## src/rtl/dpa_pkg.sv

```systemverilog
package dpa_pkg;

    typedef enum logic [1:0] {
        OWN_NONE  = 2'd0,
        OWN_LEFT  = 2'd1,
        OWN_RIGHT = 2'd2
    } owner_e;

    // Pick the owner of a freshly detected collision from arrival flags.
    // A settled port beats an arriving one; a dead heat goes left.
    function automatic owner_e pick_owner(input logic l_arrive, input logic r_arrive);
        if (l_arrive && !r_arrive) return OWN_RIGHT;
        return OWN_LEFT;
    endfunction

endpackage

```

## src/rtl/dpa_arrival.sv

```systemverilog
module dpa_arrival #(
    parameter int ADDR_W = 16
) (
    input  logic              clk,
    input  logic              rst,
    input  logic              en,
    input  logic [ADDR_W-1:0] addr,
    output logic              arrive
);
    logic              en_q;
    logic [ADDR_W-1:0] addr_q;

    always_ff @(posedge clk) begin
        if (rst) begin
            en_q   <= 1'b0;
            addr_q <= '0;
        end else begin
            en_q   <= en;
            addr_q <= addr;
        end
    end

    assign arrive = en && (!en_q || (addr != addr_q));

endmodule

```

## src/rtl/dpa_owner.sv

```systemverilog
module dpa_owner
    import dpa_pkg::*;
#(
    parameter int ADDR_W = 16
) (
    input  logic              clk,
    input  logic              rst,
    input  logic              master_mode,
    input  logic              l_en,
    input  logic [ADDR_W-1:0] l_addr,
    input  logic              l_arrive,
    input  logic              r_en,
    input  logic [ADDR_W-1:0] r_addr,
    input  logic              r_arrive,
    output owner_e            owner_q,
    output owner_e            owner_d
);
    logic collide;
    logic keep;

    assign collide = master_mode && l_en && r_en && (l_addr == r_addr);

    always_comb begin
        unique case (owner_q)
            OWN_LEFT:  keep = !l_arrive;
            OWN_RIGHT: keep = !r_arrive;
            default:   keep = 1'b0;
        endcase
    end

    always_comb begin
        if (!collide)  owner_d = OWN_NONE;
        else if (keep) owner_d = owner_q;
        else           owner_d = pick_owner(l_arrive, r_arrive);
    end

    always_ff @(posedge clk) begin
        if (rst) owner_q <= OWN_NONE;
        else     owner_q <= owner_d;
    end

    // no collision this cycle means no owner on the next
    p_release_r2: assert property (@(posedge clk) disable iff (rst)
        !(l_en && r_en && (l_addr == r_addr)) |=> (owner_q == OWN_NONE));

    // a settled winner keeps the location while the collision lasts
    p_hold_left_r6: assert property (@(posedge clk) disable iff (rst)
        (owner_q == OWN_LEFT && !l_arrive && collide) |=> (owner_q == OWN_LEFT));
    p_hold_right_r6: assert property (@(posedge clk) disable iff (rst)
        (owner_q == OWN_RIGHT && !r_arrive && collide) |=> (owner_q == OWN_RIGHT));

    // slave mode never records an owner
    p_slave_idle_r10: assert property (@(posedge clk) disable iff (rst)
        !master_mode |=> (owner_q == OWN_NONE));

endmodule

```

## src/rtl/dpa_collision_arbiter.sv

```systemverilog
module dpa_collision_arbiter
    import dpa_pkg::*;
#(
    parameter int ADDR_W = 16
) (
    input  logic              clk,
    input  logic              rst,
    input  logic              master_mode,
    input  logic              l_en,
    input  logic              l_wr,
    input  logic [ADDR_W-1:0] l_addr,
    input  logic              r_en,
    input  logic              r_wr,
    input  logic [ADDR_W-1:0] r_addr,
    input  logic              l_busy_in,
    input  logic              r_busy_in,
    output logic              l_busy_out,
    output logic              r_busy_out,
    output logic              l_wr_gated,
    output logic              r_wr_gated
);
    localparam int NPORT = 2;
    localparam int LEFT  = 0;
    localparam int RIGHT = 1;

    logic [NPORT-1:0]  en_v, wr_v, bin_v, arrive_v, lose_v, inhibit_v, wr_out_v;
    logic [ADDR_W-1:0] addr_v [NPORT];
    owner_e            owner_q, owner_d;

    assign en_v  = {r_en, l_en};
    assign wr_v  = {r_wr, l_wr};
    assign bin_v = {r_busy_in, l_busy_in};
    assign addr_v[LEFT]  = l_addr;
    assign addr_v[RIGHT] = r_addr;

    assign lose_v[LEFT]  = (owner_d == OWN_RIGHT);
    assign lose_v[RIGHT] = (owner_d == OWN_LEFT);

    for (genvar p = 0; p < NPORT; p++) begin : g_port
        dpa_arrival #(.ADDR_W(ADDR_W)) u_arrive (
            .clk    (clk),
            .rst    (rst),
            .en     (en_v[p]),
            .addr   (addr_v[p]),
            .arrive (arrive_v[p])
        );
        assign inhibit_v[p] = master_mode ? lose_v[p] : bin_v[p];
        assign wr_out_v[p]  = en_v[p] && wr_v[p] && !inhibit_v[p];
    end

    dpa_owner #(.ADDR_W(ADDR_W)) u_owner (
        .clk         (clk),
        .rst         (rst),
        .master_mode (master_mode),
        .l_en        (l_en),
        .l_addr      (l_addr),
        .l_arrive    (arrive_v[LEFT]),
        .r_en        (r_en),
        .r_addr      (r_addr),
        .r_arrive    (arrive_v[RIGHT]),
        .owner_q     (owner_q),
        .owner_d     (owner_d)
    );

    assign l_busy_out = master_mode && (owner_q == OWN_RIGHT);
    assign r_busy_out = master_mode && (owner_q == OWN_LEFT);
    assign l_wr_gated = wr_out_v[LEFT];
    assign r_wr_gated = wr_out_v[RIGHT];

    // busy is mutually exclusive
    p_busy_excl_r7: assert property (@(posedge clk) disable iff (rst)
        !(l_busy_out && r_busy_out));

    // busy only follows a cycle with both enabled on one address
    p_busy_cause_r1: assert property (@(posedge clk) disable iff (rst)
        (l_busy_out || r_busy_out) |-> $past(l_en && r_en && (l_addr == r_addr)));

    // a port flagged busy while still colliding cannot write
    p_busy_blocks_r8: assert property (@(posedge clk) disable iff (rst)
        (master_mode && l_busy_out && l_en && r_en && (l_addr == r_addr)
         && $stable(r_addr) && $stable(r_en)) |-> !l_wr_gated);

endmodule

```

## config.mk

```make
export PLATFORM = sky130hd
export DESIGN_NAME = dpa_collision_arbiter
export DESIGN_NICKNAME = d
export VERILOG_FILES = /design/src/rtl/dpa_pkg.sv /design/src/rtl/dpa_arrival.sv /design/src/rtl/dpa_owner.sv /design/src/rtl/dpa_collision_arbiter.sv
export SDC_FILE = /design/constraint.sdc
export NUM_CORES = 1
export LEC_CHECK = 0
export ABC_CLOCK_PERIOD_IN_PS = 8100
export BUFFER_PORTS_ARGS = -buffer_cell sky130_fd_sc_hd__buf_2
export CAP_MARGIN = 0
export CELL_PAD_IN_SITES_DETAIL_PLACEMENT = 1
export CELL_PAD_IN_SITES_GLOBAL_PLACEMENT = 2
export CORE_ASPECT_RATIO = 0.9
export CORE_MARGIN = 3
export CORE_UTILIZATION = 34
export CTS_CLUSTER_DIAMETER = 60
export DETAILED_ROUTE_END_ITERATION = 8
export GPL_TIMING_DRIVEN = 0
export PLACE_DENSITY = 0.82
export REMOVE_ABC_BUFFERS = 1
export SLEW_MARGIN = 30
export SYNTH_ARGS = -nofsm -noshare
export SYNTH_HDL_FRONTEND = slang
export SYNTH_SLANG_ARGS = --single-unit
```

## constraint.sdc

```tcl
create_clock -name clk -period 8.1 [get_ports clk]
set_input_delay 2.025 -clock clk [delete_from_list [all_inputs] [get_ports clk]]
set_output_delay 2.025 -clock clk [all_outputs]
set_load 0.03 [all_outputs]
```

Yosys cells after proc, flatten, opt, wreduce, memory -nomap -nowiden
Cells that the tools add are included.
{"block": "classes", "eq_ne": 7, "muxes": 10, "reduce_logical": 20}
{"cell": "!= test 16 bit", "count": 2}
{"cell": "equality test 16 bit", "count": 1}
{"cell": "logical AND 1 bit", "count": 12}
{"cell": "two-way mux 2 bit", "count": 4}
{"cell": "zero test 1 bit", "count": 6}
{"cell": "two-way mux 1 bit", "count": 5}
{"cell": "equality test 2 x 1 -> 1 bit, second input constant", "count": 2}
{"cell": "equality test 2 bit, second input constant", "count": 2}
{"cell": "logical OR 1 bit", "count": 2}
{"cell": "case mux 1 bit (2 select lines)", "count": 1}
{"block": "totals", "reg_bits": 36, "inputBits": 41, "output_inout_bits": 4, "elab_cells": 42}

Longest topological paths before layout
{"block": "depth", "ltp_word": 15, "ltp_mapped": 6, "mapped_depth_nobuf": 6}

By module
A second synthesis with hierarchy kept.
{"block": "unflattened", "hier_cells": 170, "area_unflattened_um2": 1710.4}
{"mod": "dpa_arrival", "n_inst": 2, "cells_each": 58, "area_each_um2": 635.6, "seq_area_each_um2": 340.3}
{"mod": "dpa_owner", "n_inst": 1, "cells_each": 45, "area_each_um2": 377.9, "seq_area_each_um2": 40.0}
{"mod": "dpa_collision_arbiter", "n_inst": 1, "cells_each": 9, "area_each_um2": 61.3, "seq_area_each_um2": 0.0}

Worst setup path before layout
OpenSTA, ideal clock, no wires.
{"block": "synth_timing", "kind": "in2out", "start": "input r_addr[2]", "end": "output r_wr_gated", "t_arrival_ns": 3.583, "setup_slack_ns": 2.492, "stages": 6, "path_buffers": 0, "path_cell_list": "xor2_1 -> nor4_1 -> nand3_1 -> o21ai_0 -> a21bo_2 -> o22ai_1"}
{"block": "synth_via", "elab_chain_cells": 15}
{"element": "start: declaration", "line": "dpa_collision_arbiter.sv:14", "rtl": "input logic [ADDR_W-1:0] r_addr,"}
{"element": "!= test 16 bit", "line": "dpa_arrival.sv:23", "rtl": "assign arrive = en && (!en_q || (addr != addr_q));"}
{"element": "logical OR 1 bit", "line": "dpa_arrival.sv:23"}
{"element": "logical AND 1 bit", "line": "dpa_arrival.sv:23"}
{"element": "zero test 1 bit", "line": "dpa_pkg.sv:12, dpa_owner.sv:26"}
{"element": "logical AND 1 bit", "line": "dpa_pkg.sv:12", "rtl": "if (l_arrive && !r_arrive) return OWN_RIGHT;"}
{"element": "two-way mux 1 bit", "line": "dpa_pkg.sv:12"}
{"element": "two-way mux 1 bit", "line": "dpa_owner.sv:33", "rtl": "else if (keep) owner_d = owner_q;"}
{"element": "two-way mux 1 bit", "line": "dpa_owner.sv:32", "rtl": "if (!collide) owner_d = OWN_NONE;"}
{"element": "two-way mux 2 bit", "line": "dpa_pkg.sv:13", "rtl": "return OWN_LEFT;"}
{"element": "two-way mux 2 bit", "line": "dpa_owner.sv:33"}
{"element": "two-way mux 2 bit *", "line": "dpa_owner.sv:32"}
{"element": "equality test 2 x 1 -> 1 bit *", "line": "dpa_collision_arbiter.sv:37", "rtl": "assign lose_v[RIGHT] = (owner_d == OWN_LEFT);"}
{"element": "two-way mux 1 bit *", "line": "dpa_collision_arbiter.sv:47", "rtl": "assign inhibit_v[p] = master_mode ? lose_v[p] : bin_v[p];"}
{"element": "zero test 1 bit *", "line": "dpa_collision_arbiter.sv:48", "rtl": "assign wr_out_v[p] = en_v[p] && wr_v[p] && !inhibit_v[p];"}
{"element": "logical AND 1 bit *", "line": "dpa_collision_arbiter.sv:48"}
{"element": "end: declaration", "line": "dpa_collision_arbiter.sv:20", "rtl": "output logic r_wr_gated"}
Mark *: on every way between the ends. The rest lies on a longest branch, timed or not. The select of a mux whose other input is x is not followed.

Worst setup path after layout
{"block": "layout_timing", "start": "input r_addr[14]", "end": "output r_wr_gated"}
The elaborated chain is that of the path after synthesis.

==> results by stage <==
Status:
- The run finished with clean final reports.

STA:
- In the finished design, the share of the clock period the worst path needs comes to 0.726.
- The normalized max-slew margin is 0.553.
- The routed design could run at a clock period as short as 5.88 ns.
- For the final routed database, the setup TNS stands at 0 ns.
- The final count of pins violating max slew came to 0.
- Setup repair after global routing left no endpoint under its margin.
- The final count of negative-setup-slack endpoints is 0.
- The total count of hold-check failures in the final report came to 0.
- For the final database, setup skew stands at 0.00568 ns.
- At the pin with the least slew margin, the transition time is 0.670 ns.
- The peak clock frequency supported by timing is 0.170 GHz.

Setup path:
- The setup check on the worst reg-to-reg path leaves a slack of approximately 6.3 ns.
- The cell that appears most often on the critical path is sky130_fd_sc_hd__buf_2.
- The worst register-to-register path begins at g_port[0].u_arrive.addr_q[0].
- The startpoint class of the critical path is an input pin.
- The category of the critical setup timing path is input pin to primary output.
- The data arrival time at the worst-slack endpoint is 3.85 ns.
- The number of cells on the worst reg-to-reg path is 6.
- The endpoint of the most critical register-to-register path is u_owner.owner_q[0].
- On the worst path, the slowest cell contributes a delay of 0.43 ns.
- The critical path capture point type is a primary output.
- The data required time at the worst endpoint is 6.08 ns.
- The slowest stage of the critical path belongs to the cell sky130_fd_sc_hd__o21ai_0.
- Counting both buffers and inverters, the worst setup path holds a total of 2.
- The category of cells accounting for the largest share of critical-path delay is compound AO/OA/AOI/OAI gates.
- Along the worst path, the maximum fanout reaches 5.
- The critical path goes through buf_2 > xor2_1 > nor4_1 > nand3_1 > o21ai_0 > a21bo_2 > o22ai_1 > buf_2.

Floorplanning:
- The standard-cell row count is 23.
- The floorplan step set the die width to 80.6 µm.
- The area inside the core boundary is 0.00463 mm².
- The die is between 70 and 80 µm tall.
- The die covers 0.00590 mm².
- For this configuration, the core starts out at a cell density of 0.368.
- The count of pins on the block boundary is 45.

Drt:
- The average wire per cell in the routed design is 13.2 µm.
- The number of remaining DRC errors is 0.
- The detailed router finished its first iteration with 44 violations.
- Using the TritonRoute via totals, the vias-per-cell ratio works out to 4.62.
- The total iterations of the first detailed-routing run is 3.
- The antenna violation net count after detailed routing is 0.
- The detailed-route wire length on metal 1 is 1820 µm.
- Summed over all nets, wire length on met3 after detailed routing comes to 166 µm.
- Wire segments on met2 add up to 1710 µm in the final route.
- After detailed routing, the total wire length is 3760 µm.
- The detailed router placed roughly 1300 vias in this run.
- The highest layer touched by signal routing is met4.

Logic synthesis:
- Of the total synthesized cell area, the portion taken by AND, OR, NAND and NOR gates is 0.233.
- The count of mapped cells out of synthesis is 174.
- In the synthesized netlist the async set-or-reset flop fraction comes to 0.
- Synthesis inferred 36 register bits.
- By area, the combinational part of the netlist is dominated by XOR/XNOR gates.
- The number of enable flip-flop cells after synthesis is 0.
- For this run, the number of Yosys warnings is 0.
- The share of the Yosys chip area taken by registers is 0.423.
- Dividing the synthesized area by the synthesized cell count gives approximately 10 µm².
- The synthesized design spends more area on one cell type than any other, namely sky130_fd_sc_hd__dfxtp_1.
- The portion of synthesized area spent on multiplexers is 0.
- Of the total synthesized cell area, the portion taken by full adders, half adders and majority gates is 0.0147.
- By area the synthesized netlist is led by sky130_fd_sc_hd__dfxtp_1, sky130_fd_sc_hd__xor2_1, sky130_fd_sc_hd__nor2b_1.
- Of the post-synthesis cell area, the dominant cell type holds 0.423.
- The compound-gate portion of the synthesized area is 0.0669.
- Among all flip-flop cells after synthesis, the most frequent one is sky130_fd_sc_hd__dfxtp_1.
- The area of the mapped netlist is around 0.0017 mm².
- The area share of xor/xnor cells in the synthesized design is 0.247.
- Yosys mapped the design onto 31 distinct sky130hd cell types.

Clock tree:
- The tree is rooted in a sky130_fd_sc_hd__clkbuf_8.
- The clock tree from TritonCTS is yes.
- The post-cts resize count is 0.
- Clock-pin slew was measured on the worst setup and hold paths at 0.07 ns.
- In this run the number of H-tree levels came out at 2.
- For this design, the sink count on the clock tree is 36.
- The maximum number of buffers from clock root to sink is 2.
- The worst-skew pair later-pin latency is 0.28 ns.
- In this run the post-CTS setup repair buffer count came out at 0.
- The number of buffers added by the clock tree synthesis step is 5.
- In this run, post-CTS hold repair placed 0 buffers.

Final layout:
- The multi-input gate area in the final layout is 956 µm².
- The number of filler instances in the final layout is 571.
- From synthesis to final layout, the design area changed by 22.5%.
- The register cell area after layout is 721 µm².
- The fraction of layout instances using a drive strength above 1 is 0.248.
- The net count of the finished layout is 265.
- The number of antenna diodes in the final layout is 0.

Global routing:
- Across every metal layer, demand over resource in global routing totals 0.141.
- The number of antenna violations at the first check in global routing was 0.
- The wire length of the first global-routing pass is 6280 µm.
- After global routing the overflow that remains totals 0.
- The via count of the first global-routing pass was 1302.
- The pin count of the biggest net entering global routing is 37.

Worst hold path:
- In this run the most critical hold path is launched from u_owner.owner_q[0].
- The worst min-delay path endpoint is u_owner.owner_q[0].
- Along the worst hold path, the cell count comes to 1.
- The worst min-delay path category is flop to flop.

Placed design:
- Routability-driven placement finished with a final weighted congestion of between 0.6 and 0.7.
- After legalization and detailed placement, the total HPWL measured around 3000 µm.
- The count of buffers inserted at the top-level ports is 44.

Power and ir drop:
- The static leakage power is 0.905 nW.
- The power density of the placed cells is 181 mW/mm².
- The power after layout is ~0.38 mW.
- The maximum resistive drop on vdd is 79.3 µV.

Job:
- Max-cap violations in this run came to 0.
[cells in the final DEF, fill, tap and decap left out, drive strengths merged, types with 2 or more instances in the layout]
cell / instances
nor3: 2
o211ai: 2
a21oi: 2
xnor2: 8
ha: 2
xor2: 40
nand2: 5
inv: 4
nor2b: 36
dfxtp: 36
and2: 2
nand4: 2
nand3: 5
buf: 44
o21ai: 2
clkbuf: 7
nor4: 9
[final cells by class]
class | instances | share of cell area
repair buffers | 44 | 0.106
well taps | 62 | 0.0372
multi-input cells | 131 | 0.458
flip-flops and latches | 36 | 0.346
inverters | 4 | 0.00720
clock buffers | 7 | 0.0462
[how the worst max path moves through the flow]
stage / startpoint / endpoint / slack, ns / depth (start not counted)
after floorplan: r_addr[2] / r_wr_gated / 2.49 / 6
after global placement: r_addr[14] / r_wr_gated / 2.19 / 8
after detailed placement: r_addr[14] / r_wr_gated / 2.20 / 8
after CTS: r_addr[14] / r_wr_gated / 2.20 / 8
after global routing: r_addr[5] / r_wr_gated / 1.97 / 8
final: r_addr[14] / r_wr_gated / 2.22 / 8
[flip-flops by register name, summed over array words and instances, names as in the netlist]
name / count
u_owner.owner_q: 2
g_port.u_arrive.addr_q: 32
g_port.u_arrive.en_q: 2
[power breakdown]
part | leakage, nW | total (mW) | internal, mW | switching [mW]
combinational | 0.556 | 0.0517 | 0.0251 | 0.0266
clock | 0.0503 | 0.135 | 0.0757 | 0.0595
sequential | 0.300 | 0.190 | 0.186 | 0.00354
[worst reg2reg max path, delay by kind of cell, from the launching register on]
kind / cells / cell delay, ns
AOI/OAI and AO/OA: 3 / 0.78
xor gates and xnor gates: 1 / 0.14
DFF: 1 / 0.31
and+or+nand+nor: 2 / 0.53
[routing by layer]
metal / track usage / up-vias
met1: 0.194 / 609
met5: 0 / -
li1: - / 670
met3: 0.0383 / 5
met4: 0.0563 / 0
met2: 0.208 / 27
[kinds of logic after synthesis]
family / Yosys count
buffers and inverters: 7
AND/OR/NAND/NOR: 66
adder cells (fa/ha/maj): 2
AO/OA/AOI/OAI: 15
flip-flops: 36
XOR/XNOR: 48
[synth_stat cells, drive strengths merged (3+ instances only)]
master and n:
clkbuf 3, dfxtp 36, inv 4, nand2 5
nand3 5, nor2b 36, nor4 9, xnor2 8
xor2 40
[through the flow]
stage | instances | hold slack (ns) | util | area, µm² | setup slack, ns
floorplan | 171 | 0.520 | - | 1690 | 2.49
global placement | 277 | 0.558 | 0.429 | 1990 | 2.19
detailed placement | 277 | 0.555 | 0.429 | 1990 | 2.20
CTS | 284 | 0.580 | 0.450 | 2090 | 2.20
global route | 284 | 0.616 | 0.450 | 2090 | 1.97
finish | 284 | 0.574 | 0.450 | 2090 | 2.22
Note: power is estimated with default switching activity, not from simulation.
